--- src/rtl/ipi_pkg.sv ---
package ipi_pkg;
  localparam int ID_W       = 8;
  localparam int DEST_W     = 8;
  localparam int VEC_W      = 8;
  localparam int BCAST_SPAN = 8;
  localparam logic [DEST_W-1:0] PHYS_BCAST = 8'hFF;

  typedef enum logic [2:0] {
    DM_FIXED  = 3'd0,
    DM_LOWEST = 3'd1,
    DM_SMI    = 3'd2,
    DM_RSVD   = 3'd3,
    DM_NMI    = 3'd4,
    DM_INIT   = 3'd5,
    DM_START  = 3'd6,
    DM_EXTINT = 3'd7
  } dmode_e;

  typedef enum logic [1:0] {
    SH_FIELD    = 2'd0,
    SH_SELF     = 2'd1,
    SH_ALL      = 2'd2,
    SH_ALL_BUT  = 2'd3
  } short_e;
endpackage

--- src/rtl/ipi_cpu_match.sv ---
module ipi_cpu_match
  import ipi_pkg::*;
#(
  parameter int NUM_CPU = 16,
  parameter int IDX     = 0
) (
  input  logic [DEST_W-1:0] dest,
  input  logic              logical,
  input  logic [1:0]        shorthand,
  input  logic [ID_W-1:0]   sender_id,
  input  logic [ID_W-1:0]   my_id,
  input  logic [DEST_W-1:0] my_logdest,
  input  logic              my_cluster,
  output logic              hit
);
  localparam logic [ID_W:0] ID_LIMIT = (ID_W+1)'(NUM_CPU);
  localparam bit IN_SPAN = (IDX < BCAST_SPAN);

  logic id_ok, is_self, phys_hit, flat_hit, clus_hit, field_hit, sel;

  always_comb begin
    id_ok     = ({1'b0, my_id} < ID_LIMIT);
    is_self   = (my_id == sender_id);
    phys_hit  = (dest == PHYS_BCAST) ? IN_SPAN : (my_id == dest);
    flat_hit  = |(dest & my_logdest);
    clus_hit  = (dest[7:4] == my_logdest[7:4]) && (|(dest[3:0] & my_logdest[3:0]));
    field_hit = logical ? (my_cluster ? clus_hit : flat_hit) : phys_hit;
    unique case (short_e'(shorthand))
      SH_FIELD:   sel = field_hit;
      SH_SELF:    sel = is_self;
      SH_ALL:     sel = 1'b1;
      SH_ALL_BUT: sel = !is_self;
      default:    sel = 1'b0;
    endcase
    hit = id_ok && sel;
  end
endmodule

--- src/rtl/ipi_lowest_pick.sv ---
module ipi_lowest_pick #(
  parameter int NUM_CPU = 16
) (
  input  logic [NUM_CPU-1:0] req,
  output logic [NUM_CPU-1:0] pick
);
  localparam logic [NUM_CPU-1:0] ONE = {{(NUM_CPU-1){1'b0}}, 1'b1};

  // Two's-complement isolate: keeps only the least significant set bit.
  assign pick = req & (~req + ONE);
endmodule

--- src/rtl/ipi_dispatch.sv ---
module ipi_dispatch
  import ipi_pkg::*;
#(
  parameter int NUM_CPU = 16
) (
  input  logic [NUM_CPU-1:0] mask,
  input  logic [NUM_CPU-1:0] lowest,
  input  logic [2:0]         dmode,
  input  logic               level,
  input  logic               trigger,
  output logic [NUM_CPU-1:0] fixed_v,
  output logic [NUM_CPU-1:0] smi_v,
  output logic [NUM_CPU-1:0] nmi_v,
  output logic [NUM_CPU-1:0] init_v,
  output logic [NUM_CPU-1:0] sipi_v,
  output logic [NUM_CPU-1:0] arb_v
);
  always_comb begin
    fixed_v = '0;
    smi_v   = '0;
    nmi_v   = '0;
    init_v  = '0;
    sipi_v  = '0;
    arb_v   = '0;
    unique case (dmode_e'(dmode))
      DM_FIXED:  fixed_v = mask;
      DM_LOWEST: fixed_v = lowest;
      DM_SMI:    smi_v   = mask;
      DM_NMI:    nmi_v   = mask;
      DM_INIT: begin
        // de-assert form only refreshes arbitration IDs
        if (!level && trigger) arb_v  = mask;
        else                   init_v = mask;
      end
      DM_START:  sipi_v  = mask;
      default: ;
    endcase
  end
endmodule

--- src/rtl/ipi_dest_resolver.sv ---
module ipi_dest_resolver
  import ipi_pkg::*;
#(
  parameter int NUM_CPU = 16
) (
  input  logic                      clk,
  input  logic                      rst_n,
  input  logic                      cmd_valid,
  input  logic [7:0]                cmd_dest,
  input  logic                      cmd_logical,
  input  logic [1:0]                cmd_shorthand,
  input  logic [2:0]                cmd_dmode,
  input  logic [7:0]                cmd_vector,
  input  logic                      cmd_level,
  input  logic                      cmd_trigger,
  input  logic [7:0]                sender_id,
  input  logic [NUM_CPU*8-1:0]      cpu_id,
  input  logic [NUM_CPU*8-1:0]      cpu_logdest,
  input  logic [NUM_CPU-1:0]        cpu_cluster,
  output logic                      done,
  output logic [NUM_CPU-1:0]        dest_mask,
  output logic [NUM_CPU-1:0]        fixed_req,
  output logic [7:0]                out_vector,
  output logic                      out_trigger,
  output logic [NUM_CPU-1:0]        smi_req,
  output logic [NUM_CPU-1:0]        nmi_req,
  output logic [NUM_CPU-1:0]        init_req,
  output logic [NUM_CPU-1:0]        sipi_req,
  output logic [NUM_CPU-1:0]        arb_reload
);
  // reset: asserted asynchronously, released through two flops
  logic rst_s1, rst_s2;
  always_ff @(posedge clk or negedge rst_n) begin
    if (!rst_n) begin
      rst_s1 <= 1'b0;
      rst_s2 <= 1'b0;
    end else begin
      rst_s1 <= 1'b1;
      rst_s2 <= rst_s1;
    end
  end

  logic [NUM_CPU-1:0] hit_mask, low_mask;
  logic [NUM_CPU-1:0] fx_c, smi_c, nmi_c, init_c, sipi_c, arb_c;

  for (genvar g = 0; g < NUM_CPU; g++) begin : g_cpu
    ipi_cpu_match #(.NUM_CPU(NUM_CPU), .IDX(g)) match_i (
      .dest       (cmd_dest),
      .logical    (cmd_logical),
      .shorthand  (cmd_shorthand),
      .sender_id  (sender_id),
      .my_id      (cpu_id[g*ID_W +: ID_W]),
      .my_logdest (cpu_logdest[g*DEST_W +: DEST_W]),
      .my_cluster (cpu_cluster[g]),
      .hit        (hit_mask[g])
    );
  end

  ipi_lowest_pick #(.NUM_CPU(NUM_CPU)) pick_i (
    .req  (hit_mask),
    .pick (low_mask)
  );

  ipi_dispatch #(.NUM_CPU(NUM_CPU)) disp_i (
    .mask    (hit_mask),
    .lowest  (low_mask),
    .dmode   (cmd_dmode),
    .level   (cmd_level),
    .trigger (cmd_trigger),
    .fixed_v (fx_c),
    .smi_v   (smi_c),
    .nmi_v   (nmi_c),
    .init_v  (init_c),
    .sipi_v  (sipi_c),
    .arb_v   (arb_c)
  );

  // next-state
  logic               done_d, trig_d;
  logic [VEC_W-1:0]   vec_d;
  logic [NUM_CPU-1:0] mask_d, fx_d, smi_d, nmi_d, init_d, sipi_d, arb_d;

  always_comb begin
    done_d = cmd_valid;
    trig_d = cmd_valid ? cmd_trigger : 1'b0;
    vec_d  = cmd_valid ? cmd_vector  : '0;
    mask_d = cmd_valid ? hit_mask    : '0;
    fx_d   = cmd_valid ? fx_c        : '0;
    smi_d  = cmd_valid ? smi_c       : '0;
    nmi_d  = cmd_valid ? nmi_c       : '0;
    init_d = cmd_valid ? init_c      : '0;
    sipi_d = cmd_valid ? sipi_c      : '0;
    arb_d  = cmd_valid ? arb_c       : '0;
  end

  // registers
  always_ff @(posedge clk or negedge rst_s2) begin
    if (!rst_s2) begin
      done        <= 1'b0;
      out_trigger <= 1'b0;
      out_vector  <= '0;
      dest_mask   <= '0;
      fixed_req   <= '0;
      smi_req     <= '0;
      nmi_req     <= '0;
      init_req    <= '0;
      sipi_req    <= '0;
      arb_reload  <= '0;
    end else begin
      done        <= done_d;
      out_trigger <= trig_d;
      out_vector  <= vec_d;
      dest_mask   <= mask_d;
      fixed_req   <= fx_d;
      smi_req     <= smi_d;
      nmi_req     <= nmi_d;
      init_req    <= init_d;
      sipi_req    <= sipi_d;
      arb_reload  <= arb_d;
    end
  end
endmodule

--- config.mk ---
export PLATFORM = sky130hd
export DESIGN_NAME = ipi_dest_resolver
export DESIGN_NICKNAME = d
export VERILOG_FILES = /design/src/rtl/ipi_pkg.sv /design/src/rtl/ipi_cpu_match.sv /design/src/rtl/ipi_lowest_pick.sv /design/src/rtl/ipi_dispatch.sv /design/src/rtl/ipi_dest_resolver.sv
export SDC_FILE = /design/constraint.sdc
export NUM_CORES = 1
export LEC_CHECK = 0
export ABC_AREA = 1
export BUFFER_PORTS_ARGS = -buffer_cell sky130_fd_sc_hd__buf_2
export CORE_AREA = 3 3 164 166
export DETAILED_ROUTE_END_ITERATION = 8
export DIE_AREA = 0 0 167 169
export PLACE_DENSITY = 0.79
export SYNTH_ARGS = -nofsm -noshare
export SYNTH_HDL_FRONTEND = slang
export SYNTH_HIERARCHICAL = 1
export SYNTH_SLANG_ARGS = --single-unit
--- constraint.sdc ---
create_clock -name clk -period 4.27 [get_ports clk]
set_input_delay 1.0675 -clock clk [delete_from_list [all_inputs] [get_ports clk]]
set_output_delay 1.0675 -clock clk [all_outputs]
set_load 0.03 [all_outputs]
==> results of run 1 <==
-- placed cells by master (no fill, tap or decap), types with 10 or more instances in the layout --
cell	count
buf_4	24
ha_1	64
clkbuf_16	17
dfrtp_1	123
nor2_2	44
nand3_1	44
inv_1	404
nand2_1	945
or2_2	10
a21oi_1	28
nor2_1	284
inv_2	17
xnor2_1	124
nand4_1	28
buf_2	427
nor4_1	16
-- power groups by stage --
stage                     Combinational, mW  Clock [mW]  Sequential [mW]
after floorplan                       0.547           0             1.24
after global placement                 1.00           0             1.22
after detailed placement               1.03           0             1.22
after CTS                              1.03        1.39             1.20
after global routing                   1.17        1.44             1.20
final                                  1.04        1.37             1.19
-- worst paths after layout --
check / start / end / slack, ns
setup / recovery: cmd_dest[7] / fixed_req[15]$_DFF_PN0_ / 0.99
hold / removal: rst_s2$_DFF_PN0_ / sipi_req[6]$_DFF_PN0_ / 0.31
setup reg to reg: rst_s2$_DFF_PN0_ / arb_reload[11]$_DFF_PN0_ / 2.82
hold reg to reg: rst_s2$_DFF_PN0_ / sipi_req[6]$_DFF_PN0_ / 0.31
max in group asynchronous: rst_s2$_DFF_PN0_ / arb_reload[11]$_DFF_PN0_ / 2.82
min in group clk: rst_s1$_DFF_PN0_ / rst_s2$_DFF_PN0_ / 0.35
-- critical path: stages --
cell and delay [ns]:
buf_2 0.37, buf_12 0.30, ha_1 0.27, nor2_1 0.11, nand2_1 0.06, a21oi_1 0.15
a21oi_2 0.07, nand2_1 0.07, nand2_1 0.05, nor2_1 0.46, nand4_1 0.17, nor2_1 0.13
nand4_1 0.10, nand2_1 0.09, nand2_1 0.05, inv_1 0.09
-- state kept, by name (all words and copies together), names as in the netlist, 8 cells and up --
| signal | count |
|---|---|
| sipi_req | 16 |
| init_req | 16 |
| nmi_req | 16 |
| arb_reload | 16 |
| dest_mask | 16 |
| smi_req | 16 |
| out_vector | 8 |
| fixed_req | 16 |
-- through the flow --
step	worst slack, ns	hold slack, ns	power, mW
global placement	0.597	0.308	2.22
CTS	1.02	0.326	3.62
global route	0.659	0.350	3.81
floorplan	0.560	0.331	1.79
detailed placement	0.612	0.314	2.25
finish	0.987	0.305	3.61
-- logic make-up (layout without fill, tap and decap cells) --
kind of cell	count (synthesis)	count (layout)	synth area share, %
xor+xnor	132	132	9.05
other cells	1	4	0.0294
compound gates	52	52	2.43
simple gates	1383	1383	43.5
fa+ha+maj	64	64	6.27
flops	124	124	24.3
buf+inv	458	919	14.4
-- layout make-up --
cell class | instances | area (µm²) | share of cell area, %
multi-input combinational | 1632 | 7830 | 48.9
sequential | 124 | 3110 | 19.4
timing repair buffer | 458 | 2460 | 15.4
inverter | 429 | 1610 | 10.1
clock buffer | 17 | 425 | 2.66
tap | 335 | 419 | 2.62
clock inverter | 15 | 143 | 0.892
antenna | 3 | 7.51 | 0.0469
-- metal layers --
metal	vias up	routed length, µm	share of wire, %	global-route usage, %
li1	7375	-	-	-
met4	24	1690	3.7	12.8
met2	695	22200	49	55.8
met3	147	4080	9.0	7.19
met1	6602	17500	38	36.3
met5	-	147	0.32	0
==> impl_metrics.py, run 1 <==
metrics = {
    "status": {
        "run_status": "finished clean",
    },
    "final_layout": {
        "post_route_cells_drive_above_1_share_pct": 21.5,
        "area_growth_syn_to_layout_pct": 25.2,
        "nets": 3033,
        "final-instance-count-excl-fill": 3013,
        "fin_area_mm2": 0.0160,
        "fillCellCount": 2428,
        "finalCoreUtilization_pct": 62.1,
    },
    "setup_path": {
        "cp-start-kind": "input pin",
        "cp_max_fanout": 33,
        "worst-r2r-cell-count": 1,
        "timing.setup.critical_path_class": "input pin to register",
        "worst-endpoint-required_ns": 4.62,
        "critical_path_arrival_ns": 3.63,
        "end_kind": "register",
    },
    "synth": {
        "post_synth.cell_area_avg_um2": 5.77,
        "post_synthesis_cell_area_mm2": 0.0128,
        "syn_nets": 2585,
        "yosys.cell_types.count": 31,
        "post_synth_edffs": 0,
        "async_reset_ff_share_pct": 100,
        "synth-main-ff-cell": "dfrtp_1",
        "netlist_instances": 2214,
        "seq_area_frac_synth_pct": 24.3,
        "synth.yosys.warnings": 6,
        "synth.ff_latch_count": 124,
        "synth.top_cell.area_share_pct": 27.8,
        "synthTopCellsByArea": "nand2_1 (28%), dfrtp_1 (24%), inv_1 (12%)",
        "synthTopCellsByCount": "nand2_1 (945), inv_1 (404), nor2_1 (284)",
        "synth_top_cell_by_area": "nand2_1",
        "synth_most_common_cell": "nand2_1",
    },
    "floorplan": {
        "die_h_um": 169,
        "fp-row-count": 59,
        "ioPinCount": 429,
        "start_util_pct": 49.6,
        "core_region_area_mm2": 0.0258,
        "fp.dieArea_mm2": 0.0282,
        "die_boundary_width_um": 167,
    },
    "global_routing": {
        "first_global_vias": 14300,
        "grt_antenna_before_repair": 14,
        "grt_pass1_wl_um": 71500,
        "grt_util_all_layers_pct": 31.3,
        "grt_max_degree": 108,
        "overflow": 0,
    },
    "clock_network": {
        "clk_transition_reported_paths_ns": 0.06,
        "maximum_clock_insertion_buffer_count": 2,
        "cts_setup_buffers": 0,
        "cts-buffers-inserted": 17,
        "post_cts_resize_count": 0,
        "numClockSinks": 124,
        "insertion_delay_to_the_later_sink_of_the_worst_skew_pair_ns": 0.41,
        "clock_tree_from_tritoncts": "yes",
        "htree_levels": 4,
        "cts_hold_buffers": 0,
        "clock-root-buffer": "clkbuf_16",
    },
    "place": {
        "buffers_on_ports": 428,
        "numPlacedInstances": 2978,
        "dpl.hpwl_um": 33500,
        "postPlaceCellArea_mm2": 0.0154,
        "gp_congestion": 0.908,
    },
    "detailed_routing": {
        "drt-initial-drc-count": 1022,
        "final_antenna_net_count": 0,
        "drt_wl_total_um": 45500,
        "route.detailed.vias_per_inst": 4.93,
        "drt_first_pass_iters": 8,
        "avgRoutedWirePerCell_um": 15.1,
        "post-route-drc-count": 0,
        "dr_total_vias": 14800,
    },
    "worst_hold_path": {
        "hold_path.class": "register to async pin",
    },
    "timing": {
        "rsz0062_at_grt": "no",
        "setup_total_negative_slack_ns": 0,
        "timing.final.max_slew_violations": 0,
        "clock_skew_ns": 0.00742,
        "post-route-period-util_pct": 76.9,
        "max_frequency_mhz": 305,
        "finalSetupViolCount": 0,
        "slew-limit-headroom_pct": 30.4,
        "final_hold_viol_count": 0,
        "finalWorstPathRequiredPeriod_ns": 3.28,
        "worstMarginPinSlew_ns": 1.04,
    },
    "power_and_ir_drop": {
        "power.share.clock_pct": 38.0,
        "netSwitchingPower_mw": 1.25,
        "power.combinational.fraction_pct": 28.9,
        "static-leakage-power_nw": 10.4,
        "power.switching_fraction_pct": 34.7,
        "cellInternalPower_mw": 2.36,
        "power_frac_seq_pct": 33.1,
        "vdd_drop_max_mv": 0.375,
        "cellPowerDensity_mw_per_mm2": 226,
    },
    "job": {
        "drv.max_cap_violation_count": 0,
    },
}
No activity file was read; power rests on OpenSTA's default activity.
==> run 2: changes to the inputs <==
- CORE_AREA: 3 3 164 166 -> default
- CORE_MARGIN: default -> 3
- CORE_UTILIZATION: default -> 47
- DIE_AREA: 0 0 167 169 -> default
- PLACE_DENSITY: 0.79 -> 0.78
- clock period: 4.27 -> 2.6 ns (I/O delays scaled with it)
==> run 2 against run 1 <==
Effect of this change: final cell count grew 3.0%; non-clock buffer count grew 77; clock skew is essentially flat; cell area grew 5.9%; combinational power grew 79%; sequential share of layout area shrank 1.1 points; routed wire length grew 5.1%; critical endpoint is now fixed_req[13]$_DFF_PN0_; largest power group unchanged; highest routed layer unchanged.
==> impl_metrics.py, run 2 (same netlist as run 1, synthesis figures left out) <==
metrics = {
    "final_layout": {
        "area_growth_syn_to_layout_pct": 32.6,
        "post_route_cells_drive_above_1_share_pct": 24.0,
        "final-instance-count-excl-fill": 3102,
        "nets": 3110,
        "leading_cell_types_in_the_layout_fill_and_taps_excluded": "nand2_1 (945), buf_2 (427), inv_1 (404)",
        "layout_commonest_cell": "nand2_1",
    },
    "global_routing": {
        "first_global_vias": 14500,
        "grt_util_all_layers_pct": 32.1,
        "grt_pass1_wl_um": 74500,
        "grt_antenna_before_repair": 19,
        "grt_max_degree": 63,
        "overflow": 0,
    },
    "setup_path": {
        "critical_path.cell_chain": "buf_2 > buf_4 > ha_1 > nor2_1 > nand2_1 > a21oi_1 > a21oi_2 > nand2_1 > nand2_1 > nor2_1 > buf_4 > inv_1 > nand3_1 > nor2_1 > nand2_1 > nor2_2 > nand4_1 > nand2_1 > nand2_1 > inv_1",
        "most_numerous_cell_on_the_critical_path": "nand2_1",
        "timing.setup.critical_path_class": "input pin to register",
        "cp_slowest_stage_delay_ns": 0.30,
        "end_kind": "register",
        "cp-start-kind": "input pin",
        "worst-endpoint-required_ns": 2.91,
        "crit_slowest_cell": "ha_1",
        "critical_path.top_delay_family": "simple AND/OR/NAND/NOR gates",
        "worst_path_buffer_plus_inverter_count": 5,
        "critical_path_arrival_ns": 2.68,
        "cp_max_fanout": 9,
    },
    "detailed_routing": {
        "dr_total_vias": 15100,
        "final_antenna_net_count": 0,
        "drt-initial-drc-count": 1158,
        "route.detailed.vias_per_inst": 4.87,
        "drt_wl_total_um": 47900,
        "post-route-drc-count": 0,
        "drt_first_pass_iters": 5,
        "avgRoutedWirePerCell_um": 15.4,
    },
    "clock_network": {
        "clock-root-buffer": "clkbuf_16",
        "maximum_clock_insertion_buffer_count": 2,
        "cts-buffers-inserted": 17,
        "cts_hold_buffers": 0,
        "insertion_delay_to_the_later_sink_of_the_worst_skew_pair_ns": 0.41,
        "clk_transition_reported_paths_ns": 0.06,
        "numClockSinks": 124,
        "htree_levels": 4,
        "clock_tree_from_tritoncts": "yes",
    },
    "place": {
        "dpl.hpwl_um": 38300,
        "gp_congestion": 0.948,
        "dp_slack_ns": -0.460,
        "buffers_on_ports": 428,
        "numPlacedInstances": 3055,
    },
    "floorplan": {
        "die_h_um": 171,
        "start_util_pct": 48.5,
        "ioPinCount": 429,
        "fp.dieArea_mm2": 0.0292,
        "fp-row-count": 59,
        "die_boundary_width_um": 171,
        "core_region_area_mm2": 0.0264,
    },
    "worst_hold_path": {
        "hold_path.class": "input pin to async pin",
    },
    "timing": {
        "worstMarginPinSlew_ns": 0.679,
        "rsz0062_at_grt": "no",
        "layout_setup_ws_ns": 0.226,
        "finalWorstPathRequiredPeriod_ns": 2.37,
        "final_hold_viol_count": 0,
        "clock_skew_ns": 0.00698,
        "finalSetupViolCount": 0,
        "hold-worst-slack_ns": 0.0111,
        "setup_total_negative_slack_ns": 0,
        "post-route-period-util_pct": 91.3,
        "timing.final.max_slew_violations": 0,
        "slew-limit-headroom_pct": 54.7,
        "max_frequency_mhz": 421,
    },
    "power_and_ir_drop": {
        "total_power_mw": 6.19,
        "cellPowerDensity_mw_per_mm2": 365,
        "static-leakage-power_nw": 10.9,
        "vdd_drop_max_mv": 0.444,
    },
    "status": {
        "run_status": "finished clean",
    },
    "job": {
        "drv.max_cap_violation_count": 0,
    },
}
## run 2: changes by cell type in the layout (fill, tap and decap cells not counted), sizes merged
cell,previous run,this run
buf,458,535
bufinv,0,1
clkinv,10,12
clkinvlp,3,2
diode,3,15
inv,431,429
## run 2: layout make-up
class	count	area [µm²]
multi-input combinational	1632	7860
antenna	15	37.5
fill	2484	9410
tap	335	419
clock inverter	15	178
timing repair buffer	535	3310
inverter	429	1610
clock buffer	17	425
sequential	124	3110
## run 2: final timing paths
check	cells after the start	to	slack (ns)	from
min in group clk	0	rst_s2$_DFF_PN0_	0.35	rst_s1$_DFF_PN0_
max reg2reg	1	arb_reload[4]$_DFF_PN0_	1.45	rst_s2$_DFF_PN0_
max	20	fixed_req[13]$_DFF_PN0_	0.23	cmd_dest[7]
min	1	rst_s2$_DFF_PN0_	0.01	rst_n
max in group asynchronous	1	arb_reload[4]$_DFF_PN0_	1.45	rst_s2$_DFF_PN0_
min reg2reg	0	rst_s2$_DFF_PN0_	0.35	rst_s1$_DFF_PN0_
## run 2: per-stage QoR
step | instance area [µm²] | utilization, %
4_1_cts | 16900 | 64.0
3_3_place_gp | 16300 | 61.7
2_1_floorplan | 12800 | -
5_1_grt | 16900 | 64.3
3_5_place_dp | 16300 | 61.7
6_report | 16900 | 64.3
## run 2: layer usage
metal	part of all wire [%]	vias to the layer above	GRT usage, %
met3	7.6	116	5.75
li1	-	7551	-
met5	0.19	-	0
met2	49	630	56.8
met1	40	6797	38.8
met4	3.4	14	12.6
## run 2: repair_timing
item | 4_1_cts | 5_1_grt
setup buffers | 0 | 0
gates resized for setup | 1 | 13
setup endpoints to repair | 4 | 10
## run 2: report_power, final
group	internal [mW]	switching [mW]	total [mW]
combinational	0.768	1.10	1.86
sequential	1.95	0.0198	1.97
clock	1.37	0.987	2.36
total	4.09	2.10	6.19
